===== config.mk =====
export PLATFORM = sky130hd
export DESIGN_NAME = strip_rdo_seq
export DESIGN_NICKNAME = d
export VERILOG_FILES = /design/src/rtl/rdo_pkg.sv /design/src/rtl/rdo_word_cnt.sv /design/src/rtl/rdo_adc_slot.sv /design/src/rtl/rdo_out_stage.sv /design/src/rtl/strip_rdo_seq.sv
export SDC_FILE = /design/constraint.sdc
export NUM_CORES = 1
export LEC_CHECK = 0
export BUFFER_PORTS_ARGS = -buffer_cell sky130_fd_sc_hd__buf_2
export CORE_MARGIN = 2
export CORE_UTILIZATION = 60
export DETAILED_ROUTE_END_ITERATION = 16
export MAX_ROUTING_LAYER = met4
export PLACE_DENSITY = 0.85
export SLEW_MARGIN = 10
export SYNTH_ARGS = -nofsm -noshare
export SYNTH_HDL_FRONTEND = slang
export SYNTH_HIERARCHICAL = 1
export SYNTH_SLANG_ARGS = --single-unit

===== constraint.sdc =====
create_clock -name clk_i -period 5 [get_ports clk_i]
set_clock_uncertainty 0.2 [all_clocks]
set_input_delay 1 -clock clk_i [delete_from_list [all_inputs] [get_ports clk_i]]
set_output_delay 1 -clock clk_i [all_outputs]
set_load 0.005 [all_outputs]

===== src/rtl/rdo_pkg.sv =====
package rdo_pkg;
  typedef enum logic [1:0] {
    SL_IDLE = 2'd0,
    SL_CONV = 2'd1,
    SL_FULL = 2'd2
  } slot_st_e;
endpackage


===== src/rtl/rdo_word_cnt.sv =====
// Word position walker: converter fastest, local channel next, sample slowest.
module rdo_word_cnt #(
  parameter int N_ADC          = 6,
  parameter int STRIPS_PER_ADC = 16,
  parameter int N_SAMPLES      = 8,
  localparam int ADC_W  = $clog2(N_ADC),
  localparam int CHAN_W = $clog2(STRIPS_PER_ADC),
  localparam int SMP_W  = $clog2(N_SAMPLES)
) (
  input  logic              clk_i,
  input  logic              rst_ni,
  input  logic              adv_i,
  output logic [ADC_W-1:0]  adc_o,
  output logic [CHAN_W-1:0] chan_o,
  output logic [SMP_W-1:0]  smp_o,
  output logic              first_o,
  output logic              last_o
);
  logic [ADC_W-1:0]  adc_q;
  logic [CHAN_W-1:0] chan_q;
  logic [SMP_W-1:0]  smp_q;
  logic adc_wrap, chan_wrap, smp_wrap;

  assign adc_wrap  = (adc_q  == ADC_W'(N_ADC - 1));
  assign chan_wrap = (chan_q == CHAN_W'(STRIPS_PER_ADC - 1));
  assign smp_wrap  = (smp_q  == SMP_W'(N_SAMPLES - 1));

  always_ff @(posedge clk_i or negedge rst_ni) begin
    if (!rst_ni) begin
      adc_q  <= '0;
      chan_q <= '0;
      smp_q  <= '0;
    end else if (adv_i) begin
      if (adc_wrap) begin
        adc_q <= '0;
        if (chan_wrap) begin
          chan_q <= '0;
          smp_q  <= smp_wrap ? '0 : smp_q + 1'b1;
        end else begin
          chan_q <= chan_q + 1'b1;
        end
      end else begin
        adc_q <= adc_q + 1'b1;
      end
    end
  end

  assign adc_o   = adc_q;
  assign chan_o  = chan_q;
  assign smp_o   = smp_q;
  assign first_o = (adc_q == '0) && (chan_q == '0) && (smp_q == '0);
  assign last_o  = adc_wrap && chan_wrap && smp_wrap;

  a_r3_pos_in_range: assert property (@(posedge clk_i) disable iff (!rst_ni)
    adc_q <= ADC_W'(N_ADC - 1));
endmodule


===== src/rtl/rdo_adc_slot.sv =====
// Tracks one converter: idle, converting, or holding an unread result.
module rdo_adc_slot
  import rdo_pkg::*;
#(
  parameter int DATA_W = 13
) (
  input  logic              clk_i,
  input  logic              rst_ni,
  input  logic              start_i,
  input  logic              done_i,
  input  logic [DATA_W-1:0] data_i,
  input  logic              take_i,
  output logic              free_o,
  output logic              full_o,
  output logic [DATA_W-1:0] data_o
);
  slot_st_e          st_q;
  logic [DATA_W-1:0] data_q;

  always_ff @(posedge clk_i or negedge rst_ni) begin
    if (!rst_ni) begin
      st_q   <= SL_IDLE;
      data_q <= '0;
    end else begin
      unique case (st_q)
        SL_IDLE: if (start_i) st_q <= SL_CONV;
        SL_CONV: if (done_i) begin
          st_q   <= SL_FULL;
          data_q <= data_i;
        end
        SL_FULL: if (take_i) st_q <= start_i ? SL_CONV : SL_IDLE;
        default: st_q <= SL_IDLE;
      endcase
    end
  end

  // a result read this cycle frees the converter for a back-to-back start
  assign free_o = (st_q == SL_IDLE) || ((st_q == SL_FULL) && take_i);
  assign full_o = (st_q == SL_FULL);
  assign data_o = data_q;

  a_r6_slot_keep: assert property (@(posedge clk_i) disable iff (!rst_ni)
    (st_q == SL_FULL && !take_i) |=> (st_q == SL_FULL && $stable(data_q)));
  a_r3_take_only_full: assert property (@(posedge clk_i) disable iff (!rst_ni)
    take_i |-> st_q == SL_FULL);
endmodule


===== src/rtl/rdo_out_stage.sv =====
// Registered output word with valid/ready hold.
module rdo_out_stage #(
  parameter int DATA_W = 13
) (
  input  logic              clk_i,
  input  logic              rst_ni,
  input  logic              load_i,
  input  logic [DATA_W-1:0] data_i,
  input  logic              sof_i,
  input  logic              eof_i,
  input  logic              ready_i,
  output logic              can_load_o,
  output logic              valid_o,
  output logic [DATA_W-1:0] data_o,
  output logic              sof_o,
  output logic              eof_o
);
  logic              valid_q, sof_q, eof_q;
  logic [DATA_W-1:0] data_q;

  assign can_load_o = !valid_q || ready_i;

  always_ff @(posedge clk_i or negedge rst_ni) begin
    if (!rst_ni) begin
      valid_q <= 1'b0;
      data_q  <= '0;
      sof_q   <= 1'b0;
      eof_q   <= 1'b0;
    end else if (can_load_o) begin
      valid_q <= load_i;
      if (load_i) begin
        data_q <= data_i;
        sof_q  <= sof_i;
        eof_q  <= eof_i;
      end
    end
  end

  assign valid_o = valid_q;
  assign data_o  = data_q;
  assign sof_o   = valid_q && sof_q;
  assign eof_o   = valid_q && eof_q;

  a_r6_hold_word: assert property (@(posedge clk_i) disable iff (!rst_ni)
    (valid_q && !ready_i) |=> (valid_q && $stable(data_q) && $stable(sof_q) && $stable(eof_q)));
  a_r5_marks_exclusive: assert property (@(posedge clk_i) disable iff (!rst_ni)
    !(sof_o && eof_o));
endmodule


===== src/rtl/strip_rdo_seq.sv =====
module strip_rdo_seq #(
  parameter int N_ADC          = 6,
  parameter int STRIPS_PER_ADC = 16,
  parameter int N_SAMPLES      = 8,
  parameter int DATA_W         = 13,
  parameter int BLK_W          = 4,
  localparam int ADC_W  = $clog2(N_ADC),
  localparam int CHAN_W = $clog2(STRIPS_PER_ADC),
  localparam int SMP_W  = $clog2(N_SAMPLES),
  localparam int CAP_W  = BLK_W + SMP_W
) (
  input  logic                    clk_i,
  input  logic                    rst_ni,
  input  logic                    evt_valid_i,
  input  logic [BLK_W-1:0]        evt_blk_i,
  input  logic                    evt_l1a_i,
  input  logic                    evt_lct_i,
  output logic                    evt_pop_o,
  output logic [N_ADC-1:0]        adc_start_o,
  output logic [CHAN_W-1:0]       adc_chan_o,
  output logic [CAP_W-1:0]        adc_cap_o,
  input  logic [N_ADC-1:0]        adc_done_i,
  input  logic [N_ADC*DATA_W-1:0] adc_data_i,
  output logic [DATA_W-1:0]       word_o,
  output logic                    word_valid_o,
  output logic                    word_sof_o,
  output logic                    word_eof_o,
  input  logic                    word_ready_i,
  output logic                    evt_done_o,
  output logic [BLK_W-1:0]        evt_done_blk_o
);
  logic             busy_q, iss_all_q, done_q;
  logic [BLK_W-1:0] blk_q, done_blk_q;

  logic              evt_take, can_issue, coll_load, can_load, fin;
  logic [ADC_W-1:0]  iss_adc, coll_adc;
  logic [CHAN_W-1:0] iss_chan, coll_chan;
  logic [SMP_W-1:0]  iss_smp, coll_smp;
  logic              iss_first, iss_last, coll_first, coll_last;
  logic [N_ADC-1:0]  slot_free, slot_full, slot_take;
  logic [DATA_W-1:0] slot_data [N_ADC];

  assign evt_pop_o = !busy_q && evt_valid_i;
  assign evt_take  = evt_pop_o && evt_l1a_i && evt_lct_i;

  // issue side
  rdo_word_cnt #(
    .N_ADC(N_ADC), .STRIPS_PER_ADC(STRIPS_PER_ADC), .N_SAMPLES(N_SAMPLES)
  ) u_iss_cnt (
    .clk_i, .rst_ni, .adv_i(can_issue),
    .adc_o(iss_adc), .chan_o(iss_chan), .smp_o(iss_smp),
    .first_o(iss_first), .last_o(iss_last)
  );

  assign can_issue   = busy_q && !iss_all_q && slot_free[iss_adc];
  assign adc_start_o = can_issue ? (N_ADC'(1) << iss_adc) : '0;
  assign adc_chan_o  = iss_chan;
  assign adc_cap_o   = {blk_q, iss_smp};

  // per-converter result slots
  for (genvar k = 0; k < N_ADC; k++) begin : g_slot
    rdo_adc_slot #(.DATA_W(DATA_W)) u_slot (
      .clk_i, .rst_ni,
      .start_i(adc_start_o[k]),
      .done_i (adc_done_i[k]),
      .data_i (adc_data_i[k*DATA_W +: DATA_W]),
      .take_i (slot_take[k]),
      .free_o (slot_free[k]),
      .full_o (slot_full[k]),
      .data_o (slot_data[k])
    );
  end

  // collect side
  rdo_word_cnt #(
    .N_ADC(N_ADC), .STRIPS_PER_ADC(STRIPS_PER_ADC), .N_SAMPLES(N_SAMPLES)
  ) u_coll_cnt (
    .clk_i, .rst_ni, .adv_i(coll_load),
    .adc_o(coll_adc), .chan_o(coll_chan), .smp_o(coll_smp),
    .first_o(coll_first), .last_o(coll_last)
  );

  assign coll_load = busy_q && slot_full[coll_adc] && can_load;
  assign slot_take = coll_load ? (N_ADC'(1) << coll_adc) : '0;

  rdo_out_stage #(.DATA_W(DATA_W)) u_out (
    .clk_i, .rst_ni,
    .load_i    (coll_load),
    .data_i    (slot_data[coll_adc]),
    .sof_i     (coll_first),
    .eof_i     (coll_last),
    .ready_i   (word_ready_i),
    .can_load_o(can_load),
    .valid_o   (word_valid_o),
    .data_o    (word_o),
    .sof_o     (word_sof_o),
    .eof_o     (word_eof_o)
  );

  assign fin = word_valid_o && word_ready_i && word_eof_o;

  always_ff @(posedge clk_i or negedge rst_ni) begin
    if (!rst_ni) begin
      busy_q     <= 1'b0;
      iss_all_q  <= 1'b0;
      blk_q      <= '0;
      done_q     <= 1'b0;
      done_blk_q <= '0;
    end else begin
      if (evt_take) begin
        busy_q <= 1'b1;
        blk_q  <= evt_blk_i;
      end else if (fin) begin
        busy_q <= 1'b0;
      end
      if (fin) iss_all_q <= 1'b0;
      else if (can_issue && iss_last) iss_all_q <= 1'b1;
      done_q <= fin;
      if (fin) done_blk_q <= blk_q;
    end
  end

  assign evt_done_o     = done_q;
  assign evt_done_blk_o = done_blk_q;

  a_r2_one_start: assert property (@(posedge clk_i) disable iff (!rst_ni)
    $onehot0(adc_start_o));
  a_r8_done_after_eof: assert property (@(posedge clk_i) disable iff (!rst_ni)
    evt_done_o |-> $past(word_valid_o && word_ready_i && word_eof_o));
  a_r8_done_single: assert property (@(posedge clk_i) disable iff (!rst_ni)
    evt_done_o |=> !evt_done_o);
  a_r9_no_pop_midevent: assert property (@(posedge clk_i) disable iff (!rst_ni)
    (word_valid_o && !word_eof_o) |-> !evt_pop_o);
  a_r7_idle_no_start: assert property (@(posedge clk_i) disable iff (!rst_ni)
    (evt_pop_o && !(evt_l1a_i && evt_lct_i)) |=> adc_start_o == '0);
endmodule


==> results.sh <==
export IMPL_outcome="completed"
export IMPL_start_util_pct=62.1
export IMPL_ctsHoldBuffers=0
export IMPL_io_pins=133
export IMPL_cp_cell_sequence="and3b_1 > nand2_1 > nor3b_1 > nor2b_1 > nor2_1 > mux2_2 > nand3_1 > nor2_1 > buf_2"
export IMPL_holdPathEnd="u_out/sof_q"
export IMPL_setup_viol=0
export IMPL_wl_um=15400
export IMPL_startpoint="u_coll_cnt/adc_o[1]"
export IMPL_layout_drive_gt1_share_pct=47.1
export IMPL_grt_setup_unrepaired="no"
export IMPL_cts_root_buf="clkbuf_16"
export IMPL_max_slew_worst_pin_slew_ps=992
export IMPL_leakagePower_nw=4.27
export IMPL_hold_class="reg -> reg"
export IMPL_synth_area_sq_um=6820
export IMPL_synth_avg_cell_area_sq_um=13.9
export IMPL_crit_top_cell="nor2_1"
export IMPL_clk_path_buf_depth=2
export IMPL_cts_clk_slew_worst_paths_ps=60
export IMPL_core_area_sq_um=11000
export IMPL_drtIter0Drc=319
export IMPL_ctsHtreeMaxLevel=4
export IMPL_cp_arrival_ps=2690
export IMPL_die_h_um=111
export IMPL_nets=730
export IMPL_insertedDiodeCount=0
export IMPL_grt_max_degree=106
export IMPL_cts_sink_count=137
export IMPL_cp_required_ps=3800
export IMPL_critPathMaxStageDelay_ps=990
export IMPL_grt_usage_pct=27.3
export IMPL_postCtsSetupBuffers=0
export IMPL_r2r_slack_ps=1640
export IMPL_grt_pass1_wl_um=25300
export IMPL_grt_pass1_vias=4904
export IMPL_synth_warnings=6
export IMPL_area_growth_synth_to_final_pct=19.6
export IMPL_reg2reg_to="u_iss_cnt/smp_o[1]"
export IMPL_max_clock_freq_mhz=257
export IMPL_crit_path_end_kind="output port"
export IMPL_design_die_area_sq_um=12200
export IMPL_timing_setup_tns_ps=0
export IMPL_cp_max_fo=24
export IMPL_dp_hpwl_um=10200
export IMPL_syn_inst=490
export IMPL_clock_latency_ps=420
export IMPL_worstSetupStartpointType="flip-flop"
export IMPL_ant_nets=0
export IMPL_cts_tree="done"
export IMPL_drv_cap=0
export IMPL_powerDensity_nw_per_um2=640
export IMPL_ir_drop_mv=0.469
export IMPL_cts_resized=0
export IMPL_path_class="reg -> out"
export IMPL_chipWidth_um=111
export IMPL_hold_path_depth=1
export IMPL_worst_path_buf_inv=1
export IMPL_syn_nets=594
export IMPL_fin_util_pct=74.3
export IMPL_finalMaxSlewViolations=0
export IMPL_critical_path_slowest_cell="dfrtp_1"
export IMPL_numCtsBuffers=17
export IMPL_crit_family="flip-flops"
export IMPL_reg2reg_depth=11
export IMPL_min_from="u_out/sof_q"
export IMPL_via_per_inst=5.77
export IMPL_gp_congestion=0.828
export IMPL_slew_headroom_pct=33.8
export IMPL_dr_pass1_iters=6
export IMPL_port_buffers=132
export IMPL_fin_crit_ps=3890
export IMPL_hold_viol=0
export IMPL_r2r_start="u_coll_cnt/adc_o[1]"
export IMPL_period_share_pct=77.7
export IMPL_overflow=0
export IMPL_routedWlPerCell_um=19.7
export IMPL_dr_total_vias=4495
export IMPL_drc=0
export IMPL_antenna_found_initial=0
export IMPL_row_count=38
## placed cells by master (no fill, tap or decap), types with 4 or more instances in the layout
cell type and n:
inv_1 31, nand3b_4 6, mux2_2 44, nor3b_1 4, nand2b_1 7, clkinv_2 4, dfrtp_1 136, or2b_1 7
clkbuf_8 4, mux2i_1 16, clkbuf_16 17, o32ai_1 6, ha_1 10, o22ai_1 13, o21ai_0 14, nor2_1 21
bufinv_16 4, nand2_1 16, buf_2 131, nor2b_1 10, nand3_1 10, mux4_2 14, mux2_4 64, and2b_1 6
## where the power goes
| part | internal, mW | leakage (nW) | switching [mW] |
|---|---|---|---|
| registers | 1.58 | 1.70 | 0.468 |
| logic | 1.12 | 2.25 | 0.716 |
| clock network | 0.885 | 0.314 | 0.449 |
| total | 3.59 | 4.27 | 1.63 |
## layer usage
layer	global-route usage (%)	part of all wire (%)	vias to the layer above
met4	8.83	2.1	0
met2	42.9	49	173
met3	7.08	5.6	24
met1	34.9	43	2280
met5	-	0	-
li1	-	-	2018
## registers in the layout (all words and copies together), names as in the netlist
signal / flops
u_out/data_o: 13
u_out/valid_o: 1
u_out/sof_q: 1
g_slot.u_slot/data_o: 78
iss_all_q: 1
g_slot.u_slot/st_q: 12
u_coll_cnt/chan_o: 4
evt_done_o: 1
u_iss_cnt/adc_o: 3
blk_q: 4
busy_q: 1
evt_done_blk_o: 4
u_coll_cnt/adc_o: 3
u_out/eof_q: 1
u_iss_cnt/chan_o: 4
u_coll_cnt/smp_o: 3
u_iss_cnt/smp_o: 3
## layout make-up
class,count,area [sq um]
Sequential cell,137,3430
Multi-Input combinational cell,305,3120
Fill cell,695,2830
Timing Repair Buffer,134,682
Clock buffer,24,492
Tap cell,140,175
Clock inverter,8,140
Inverter,31,116
## worst register-to-register path, cell delays in order, from the launching register on
cell      delay [ps]
dfrtp_1          750
and3b_1          410
nand2_1           90
nor3b_1          280
nor2b_1           90
nor2_1            80
mux2_2           160
a21oi_1           80
nor2_1           320
nand4b_2         190
nor2_1           250
mux2_2           360
## stage by stage
| step | instances | hold slack (ps) | cell area [sq um] | setup WS [ps] | power (mW) |
|---|---|---|---|---|---|
| 2_1_floorplan | 490 | 271 | 6820 | 1680 | 3.39 |
| 3_3_place_gp | 747 | 282 | 7520 | 1300 | 3.75 |
| 3_5_place_dp | 747 | 286 | 7520 | 1260 | 3.86 |
| 4_1_cts | 779 | 304 | 8160 | 1050 | 5.24 |
| 5_1_grt | 779 | 318 | 8160 | 894 | 5.52 |
| 6_report | 779 | 302 | 8160 | 1110 | 5.22 |
## worst max path at each step
stage | end | depth (start not counted)
2_1_floorplan | adc_start_o[4] | 9
3_3_place_gp | adc_start_o[5] | 11
3_5_place_dp | adc_start_o[5] | 11
4_1_cts | adc_start_o[4] | 9
5_1_grt | adc_start_o[4] | 9
6_report | adc_start_o[4] | 9
Note: power is estimated with default switching activity, not from simulation.
